<file path="src/rtl/evtask_pkg.sv">
package evtask_pkg;
   localparam int NUM_TASKS = 2;
   localparam int NUM_EVTS  = 3;
   localparam int TASK_BASE = 'h000;  // stride 8
   localparam int SUB_BASE  = 'h080;  // stride 8
   localparam int EVT_BASE  = 'h100;  // stride 4
   localparam int PUB_BASE  = 'h180;  // stride 4
   localparam int IEN_SET   = 'h304;
   localparam int IEN_CLR   = 'h308;
   localparam int EN_BIT    = 31;
endpackage

</file>
<file path="src/rtl/evtask_trig.sv">
module evtask_trig #(
   parameter int NCH = 256,
   localparam int CHW = $clog2(NCH)
) (
   input  logic           clk,
   input  logic           rst_n,
   input  logic           sw_trig,
   input  logic           cfg_we,
   input  logic [31:0]    cfg_wdata,
   output logic [31:0]    cfg_rdata,
   input  logic [NCH-1:0] chan_i,
   output logic           task_o
);
   logic           en_q;
   logic [CHW-1:0] idx_q;

   always_ff @(posedge clk or negedge rst_n) begin
      if (!rst_n) begin
         en_q   <= 1'b0;
         idx_q  <= '0;
         task_o <= 1'b0;
      end else begin
         if (cfg_we) begin
            en_q  <= cfg_wdata[evtask_pkg::EN_BIT];
            idx_q <= cfg_wdata[CHW-1:0];
         end
         task_o <= sw_trig | (en_q & chan_i[idx_q]);
      end
   end

   always_comb begin
      cfg_rdata                       = '0;
      cfg_rdata[evtask_pkg::EN_BIT]   = en_q;
      cfg_rdata[CHW-1:0]              = idx_q;
   end

   p_sub_fire_r4: assert property (@(posedge clk) disable iff (!rst_n)
      (en_q && chan_i[idx_q]) |=> task_o);
   p_sw_fire_r2: assert property (@(posedge clk) disable iff (!rst_n)
      sw_trig |=> task_o);
endmodule

</file>
<file path="src/rtl/evtask_evt.sv">
module evtask_evt #(
   parameter int NCH = 256,
   localparam int CHW = $clog2(NCH)
) (
   input  logic           clk,
   input  logic           rst_n,
   input  logic           evt_i,
   input  logic           flag_we,
   input  logic           flag_wbit,
   output logic           flag_o,
   input  logic           pub_we,
   input  logic [31:0]    pub_wdata,
   output logic [31:0]    pub_rdata,
   output logic           pub_stb_o,
   output logic [CHW-1:0] pub_idx_o
);
   logic pub_en_q;

   always_ff @(posedge clk or negedge rst_n) begin
      if (!rst_n) begin
         flag_o    <= 1'b0;
         pub_en_q  <= 1'b0;
         pub_idx_o <= '0;
         pub_stb_o <= 1'b0;
      end else begin
         if (evt_i)        flag_o <= 1'b1;
         else if (flag_we) flag_o <= flag_wbit;
         if (pub_we) begin
            pub_en_q  <= pub_wdata[evtask_pkg::EN_BIT];
            pub_idx_o <= pub_wdata[CHW-1:0];
         end
         pub_stb_o <= evt_i & pub_en_q;
      end
   end

   always_comb begin
      pub_rdata                     = '0;
      pub_rdata[evtask_pkg::EN_BIT] = pub_en_q;
      pub_rdata[CHW-1:0]            = pub_idx_o;
   end

   p_evt_set_r5: assert property (@(posedge clk) disable iff (!rst_n)
      evt_i |=> flag_o);
   p_pub_cause_r6: assert property (@(posedge clk) disable iff (!rst_n)
      pub_stb_o |-> $past(evt_i && pub_en_q));
endmodule

</file>
<file path="src/rtl/evtask_regblk.sv">
module evtask_regblk #(
   parameter int NCH     = 256,
   parameter int AW      = 12,
   parameter bit IRQ_REG = 1'b0,
   localparam int CHW    = $clog2(NCH),
   localparam int NT     = evtask_pkg::NUM_TASKS,
   localparam int NE     = evtask_pkg::NUM_EVTS
) (
   input  logic             clk,
   input  logic             rst_n,
   input  logic [AW-1:0]    reg_addr,
   input  logic             reg_wen,
   input  logic [31:0]      reg_wdata,
   output logic [31:0]      reg_rdata,
   input  logic [NE-1:0]    evt_i,
   input  logic [NCH-1:0]   chan_i,
   output logic [NT-1:0]    task_o,
   output logic [NE-1:0]    pub_stb_o,
   output logic [NE*CHW-1:0] pub_chan_o,
   output logic             irq_o
);
   import evtask_pkg::*;

   initial begin
      assert (CHW >= 1 && CHW <= 8) else $error("NCH must be 2..256");
      assert ((1 << CHW) == NCH) else $error("NCH must be a power of two");
      assert (AW >= 12) else $error("AW too narrow for register map");
   end

   logic [NT-1:0] sub_we;
   logic [NT-1:0] sw_trig;
   logic [31:0]   sub_rd [NT];
   logic [NE-1:0] flag_we, pub_we, flag_q;
   logic [31:0]   pub_rd [NE];
   logic [NE-1:0] ien_q;
   logic          set_we, clr_we;
   logic          irq_next;

   assign set_we = reg_wen && (reg_addr == AW'(IEN_SET));
   assign clr_we = reg_wen && (reg_addr == AW'(IEN_CLR));

   for (genvar t = 0; t < NT; t++) begin : g_task
      assign sub_we[t]  = reg_wen && (reg_addr == AW'(SUB_BASE + 8*t));
      assign sw_trig[t] = reg_wen && (reg_addr == AW'(TASK_BASE + 8*t)) && reg_wdata[0];
      evtask_trig #(.NCH(NCH)) u_trig (
         .clk(clk), .rst_n(rst_n), .sw_trig(sw_trig[t]),
         .cfg_we(sub_we[t]), .cfg_wdata(reg_wdata), .cfg_rdata(sub_rd[t]),
         .chan_i(chan_i), .task_o(task_o[t]));
   end

   for (genvar e = 0; e < NE; e++) begin : g_evt
      assign flag_we[e] = reg_wen && (reg_addr == AW'(EVT_BASE + 4*e));
      assign pub_we[e]  = reg_wen && (reg_addr == AW'(PUB_BASE + 4*e));
      evtask_evt #(.NCH(NCH)) u_evt (
         .clk(clk), .rst_n(rst_n), .evt_i(evt_i[e]),
         .flag_we(flag_we[e]), .flag_wbit(reg_wdata[0]), .flag_o(flag_q[e]),
         .pub_we(pub_we[e]), .pub_wdata(reg_wdata), .pub_rdata(pub_rd[e]),
         .pub_stb_o(pub_stb_o[e]), .pub_idx_o(pub_chan_o[e*CHW +: CHW]));
   end

   always_ff @(posedge clk or negedge rst_n) begin
      if (!rst_n)      ien_q <= '0;
      else if (set_we) ien_q <= ien_q | reg_wdata[NE-1:0];
      else if (clr_we) ien_q <= ien_q & ~reg_wdata[NE-1:0];
   end

   assign irq_next = |(flag_q & ien_q);

   if (IRQ_REG) begin : g_irq_ff
      always_ff @(posedge clk or negedge rst_n) begin
         if (!rst_n) irq_o <= 1'b0;
         else        irq_o <= irq_next;
      end
   end else begin : g_irq_comb
      assign irq_o = irq_next;
   end

   always_comb begin
      reg_rdata = '0;
      for (int t = 0; t < NT; t++)
         if (reg_addr == AW'(SUB_BASE + 8*t)) reg_rdata = sub_rd[t];
      for (int e = 0; e < NE; e++) begin
         if (reg_addr == AW'(EVT_BASE + 4*e)) reg_rdata = {31'd0, flag_q[e]};
         if (reg_addr == AW'(PUB_BASE + 4*e)) reg_rdata = pub_rd[e];
      end
      if (reg_addr == AW'(IEN_SET) || reg_addr == AW'(IEN_CLR))
         reg_rdata = {{(32-NE){1'b0}}, ien_q};
   end

   p_ien_set_r7: assert property (@(posedge clk) disable iff (!rst_n)
      (set_we && reg_wdata[0]) |=> ien_q[0]);
   p_ien_clr_r7: assert property (@(posedge clk) disable iff (!rst_n)
      (clr_we && reg_wdata[0]) |=> !ien_q[0]);
   p_ien_hold_r7: assert property (@(posedge clk) disable iff (!rst_n)
      (!set_we && !clr_we) |=> $stable(ien_q));
   p_pub_onehot_r6: assert property (@(posedge clk) disable iff (!rst_n)
      !(|evt_i) |=> (pub_stb_o == '0));
endmodule

</file>
<file path="config.mk">
export PLATFORM = sky130hd
export DESIGN_NAME = evtask_regblk
export DESIGN_NICKNAME = d
export VERILOG_FILES = /design/src/rtl/evtask_pkg.sv /design/src/rtl/evtask_trig.sv /design/src/rtl/evtask_evt.sv /design/src/rtl/evtask_regblk.sv
export SDC_FILE = /design/constraint.sdc
export NUM_CORES = 1
export LEC_CHECK = 0
export CORE_MARGIN = 3
export CORE_UTILIZATION = 45
export CTS_CLUSTER_SIZE = 12
export DETAILED_ROUTE_END_ITERATION = 16
export PLACE_DENSITY = 0.87
export SKIP_CTS_REPAIR_TIMING = 1
export SLEW_MARGIN = 5
export SYNTH_ARGS = -nofsm -noshare
export SYNTH_HDL_FRONTEND = slang
export SYNTH_HIERARCHICAL = 1
export SYNTH_SLANG_ARGS = --single-unit
</file>
<file path="constraint.sdc">
create_clock -name clk -period 3.2 [get_ports clk]
set_input_delay 0.48 -clock clk [delete_from_list [all_inputs] [get_ports clk]]
set_output_delay 0.48 -clock clk [all_outputs]
set_load 0.03 [all_outputs]
</file>
==> impl_metrics.csv <==
group,metric,value,unit
timing,setup_slack,0.202,ns
setup_path,crit_slowest_cell,"clkdlybuf4s50_1",
timing,worst_slew_pin_slew,0.977,ns
floorplan,pin_count,368,
timing,timing.final.crit_share,93.7,%
setup_path,worstPathMaxFanout,8,
detailed_routing,routed_wl,33500,um
timing,drv_slew,0,
clock_network,numCtsBuffers,5,
setup_path,critPathMaxStageDelay,0.53,ns
timing,rsz0062_at_grt,"false",
clock_network,htreeDepth,2,
synthesis,ys_seq_elements,56,
clock_network,cts.clk_slew.worst_paths,0.08,ns
layout,drive_above_1_share,22.4,%
timing,skew,0.00265,ns
setup_path,cpLargestDelayFamily,"simple AND/OR/NAND/NOR gates",
global_route,gr-usage-met1,36.5,%
place,hpwl,27800,um
timing,final_hold_viol_count,0,
global_route,met2_usage,51.4,%
detailed_routing,drtIter0Drc,839,
run_status,status,"complete, no violations",
setup_path,start_kind,"input pin",
place,gp_congestion,0.934,
global_route,grt_pass1_wl,50100,um
detailed_routing,drcViolationCount,0,
setup_path,crit_chain,"clkdlybuf4s50_1, nor4b_4, nand3_1, o2bb2ai_1, a221o_1, buf_12",
timing,fin_crit,3.00,ns
setup_path,cp-end-kind,"primary output",
synthesis,ys_warn_count,6,
global_route,grt_max_degree,40,
global_route,overflow,0,
synthesis,seq_area_frac_synth,15.3,%
place,dpl_worst_slack,0.182,ns
detailed_routing,first_pass_iters,5,
setup_path,crit_type,"in2out",
synthesis,async_flop_share,100,%
layout,fin_nets,1404,
setup_path,r2r_slack,0.40,ns
power_and_ir_drop,ir_drop,0.000194,V
clock_network,cts_buffer_depth,2,
setup_path,crit_buf_inv,2,
global_route,grtUsageMet3,5.79,%
global_route,gr-usage-all-layers,29.3,%
setup_path,required,2.72,ns
synthesis,synth_ff_type,"dfrtp_1",
synthesis,syn_area,0.00914,mm2
floorplan,die-width,149,um
layout,mostFrequentLayoutCell,"clkdlybuf4s50_1",
timing,setup_tns,0,ns
clock_network,cts_tree,"built",
global_route,grt_pass1_vias,8766,
detailed_routing,detail_route.wl_per_cell,24.6,um
place,numPortBuffers,321,
synthesis,synth_edf_count,0,
global_route,antenna_found_initial,1,
timing,setup_viol,0,
place,placed_cell_area,0.0120,mm2
floorplan,chipHeight,149,um
synthesis,synthCells,830,
clock_network,cts_root_buffer,"clkbuf_16",
timing,relSlewSlack,34.2,%
layout,final_area,0.0122,mm2
floorplan,die-area,0.0221,mm2
detailed_routing,antenna_left,0,
worst_hold_path,hp-class,"in2async",
clock_network,cts.sinks,56,
power_and_ir_drop,p_per_area,169,mW/mm2
global_route,grt.busiest_layer,"met2",
synthesis,syn_area_per_cell,11.0,um2
detailed_routing,vias_per_cell,6.08,
power_and_ir_drop,p_leak,0.00437,uW
timing,max_freq,334,MHz
setup_path,cp.arrival,2.52,ns
floorplan,coreArea,0.0197,mm2
synthesis,synth.distinct_cells,55,
layout,area_growth,33.4,%
floorplan,std_cell_rows,51,
power_and_ir_drop,total_power,2050,uW
detailed_routing,vias,8300,
floorplan,start_util,46.3,%
clock_network,clkLatencyLatePin,0.30,ns
layout,final_cell_mix,"311 x clkdlybuf4s50_1, 116 x mux4_2, 115 x conb_1",
job,max-cap-violations,0,
==> power by group <==
group / internal (uW) / switching, uW
Sequential: 710 / 7.97
Clock: 296 / 275
Combinational: 489 / 276
==> worst reg2reg max path, delay by kind of cell (launching register included) <==
kind | cells | cell delay (ns)
AND/OR/NAND/NOR | 1 | 0.31
flip-flops | 1 | 0.82
multiplexers | 2 | 1.20
AO/OA/AOI/OAI | 2 | 0.35
==> layout make-up <==
| type | instances | area [um2] |
|---|---|---|
| Clock inverter | 3 | 26.3 |
| Sequential cell | 56 | 1410 |
| Inverter | 17 | 63.8 |
| Clock buffer | 5 | 125 |
| Fill cell | 1574 | 7530 |
| Multi-Input combinational cell | 652 | 6570 |
| Tap cell | 265 | 332 |
| Antenna cell | 1 | 2.50 |
| Timing Repair Buffer | 366 | 3660 |
==> routing by layer <==
metal / part of all wire (%) / wire, um
met1: 38 / 12700
met4: 3.6 / 1200
met5: 0 / 0
met2: 50 / 16800
met3: 8.4 / 2800
==> registers in the layout, summed over array words and instances (netlist names), named ones only <==
signal / cells
g_task.u_trig/en_q: 2
g_task.u_trig/task_o: 2
g_task.u_trig/idx_q: 16
g_evt.u_evt/flag_o: 3
g_evt.u_evt/pub_stb_o: 3
g_evt.u_evt/pub_en_q: 3
g_evt.u_evt/pub_idx_o: 24
==> kinds of logic after synthesis <==
| group | synth area share (%) |
|---|---|
| buf+inv | 17.4 |
| simple gates | 8.21 |
| compound gates | 15.2 |
| flops | 15.3 |
| mux | 43.7 |
| other cells | 0.205 |
==> cells in the mapped netlist (4+ instances only) <==
cell | n | share of area, %
dfrtp_1 | 56 | 15
nand2b_1 | 7 | 0.48
nor2b_1 | 11 | 0.75
buf_2 | 29 | 1.6
nand3_1 | 7 | 0.38
mux2_2 | 21 | 2.6
and2_1 | 6 | 0.41
nor3_1 | 11 | 0.60
or3_1 | 4 | 0.27
a21oi_1 | 18 | 0.99
o22ai_1 | 13 | 0.89
inv_1 | 13 | 0.53
nand4_1 | 7 | 0.48
mux4_2 | 116 | 29
buf_1 | 8 | 0.33
o2bb2ai_1 | 22 | 2.1
o21ai_0 | 17 | 0.93
a22oi_1 | 42 | 3.5
nor4b_2 | 4 | 0.66
mux2i_1 | 58 | 6.4
a211oi_1 | 4 | 0.33
nand2_1 | 29 | 1.2
nor2_1 | 29 | 1.2
a221o_1 | 22 | 2.4
clkbuf_1 | 12 | 0.49
o221ai_1 | 16 | 1.5
buf_4 | 152 | 12
mux4_1 | 6 | 1.7
conb_1 | 5 | 0.21
buf_6 | 12 | 1.5
mux2_4 | 27 | 4.4
==> metrics by stage <==
step                hold slack (ns)  cells  utilization [%]
finish                        0.149   1365             61.8
global route                  0.179   1364             61.8
CTS                           0.160   1364             61.8
detailed placement            0.479   1356             61.0
global placement              0.471   1356             61.0
floorplan                     0.184    940                -
==> path summary, 6_finish.rpt <==
path,startpoint,to,cells after the start
hold / removal,rst_n,g_evt[2].u_evt/pub_idx_o[4],1
setup / recovery,reg_addr[11],reg_rdata[7],6
max in group asynchronous,rst_n,g_task[1].u_trig/idx_q[0],2
min in group clk,g_evt[0].u_evt/pub_en_q,g_evt[0].u_evt/pub_stb_o,1
hold reg to reg,g_evt[0].u_evt/pub_en_q,g_evt[0].u_evt/pub_stb_o,1
setup reg to reg,g_task[1].u_trig/idx_q[0],g_task[1].u_trig/task_o,5
Note: power is estimated with default switching activity, not from simulation.
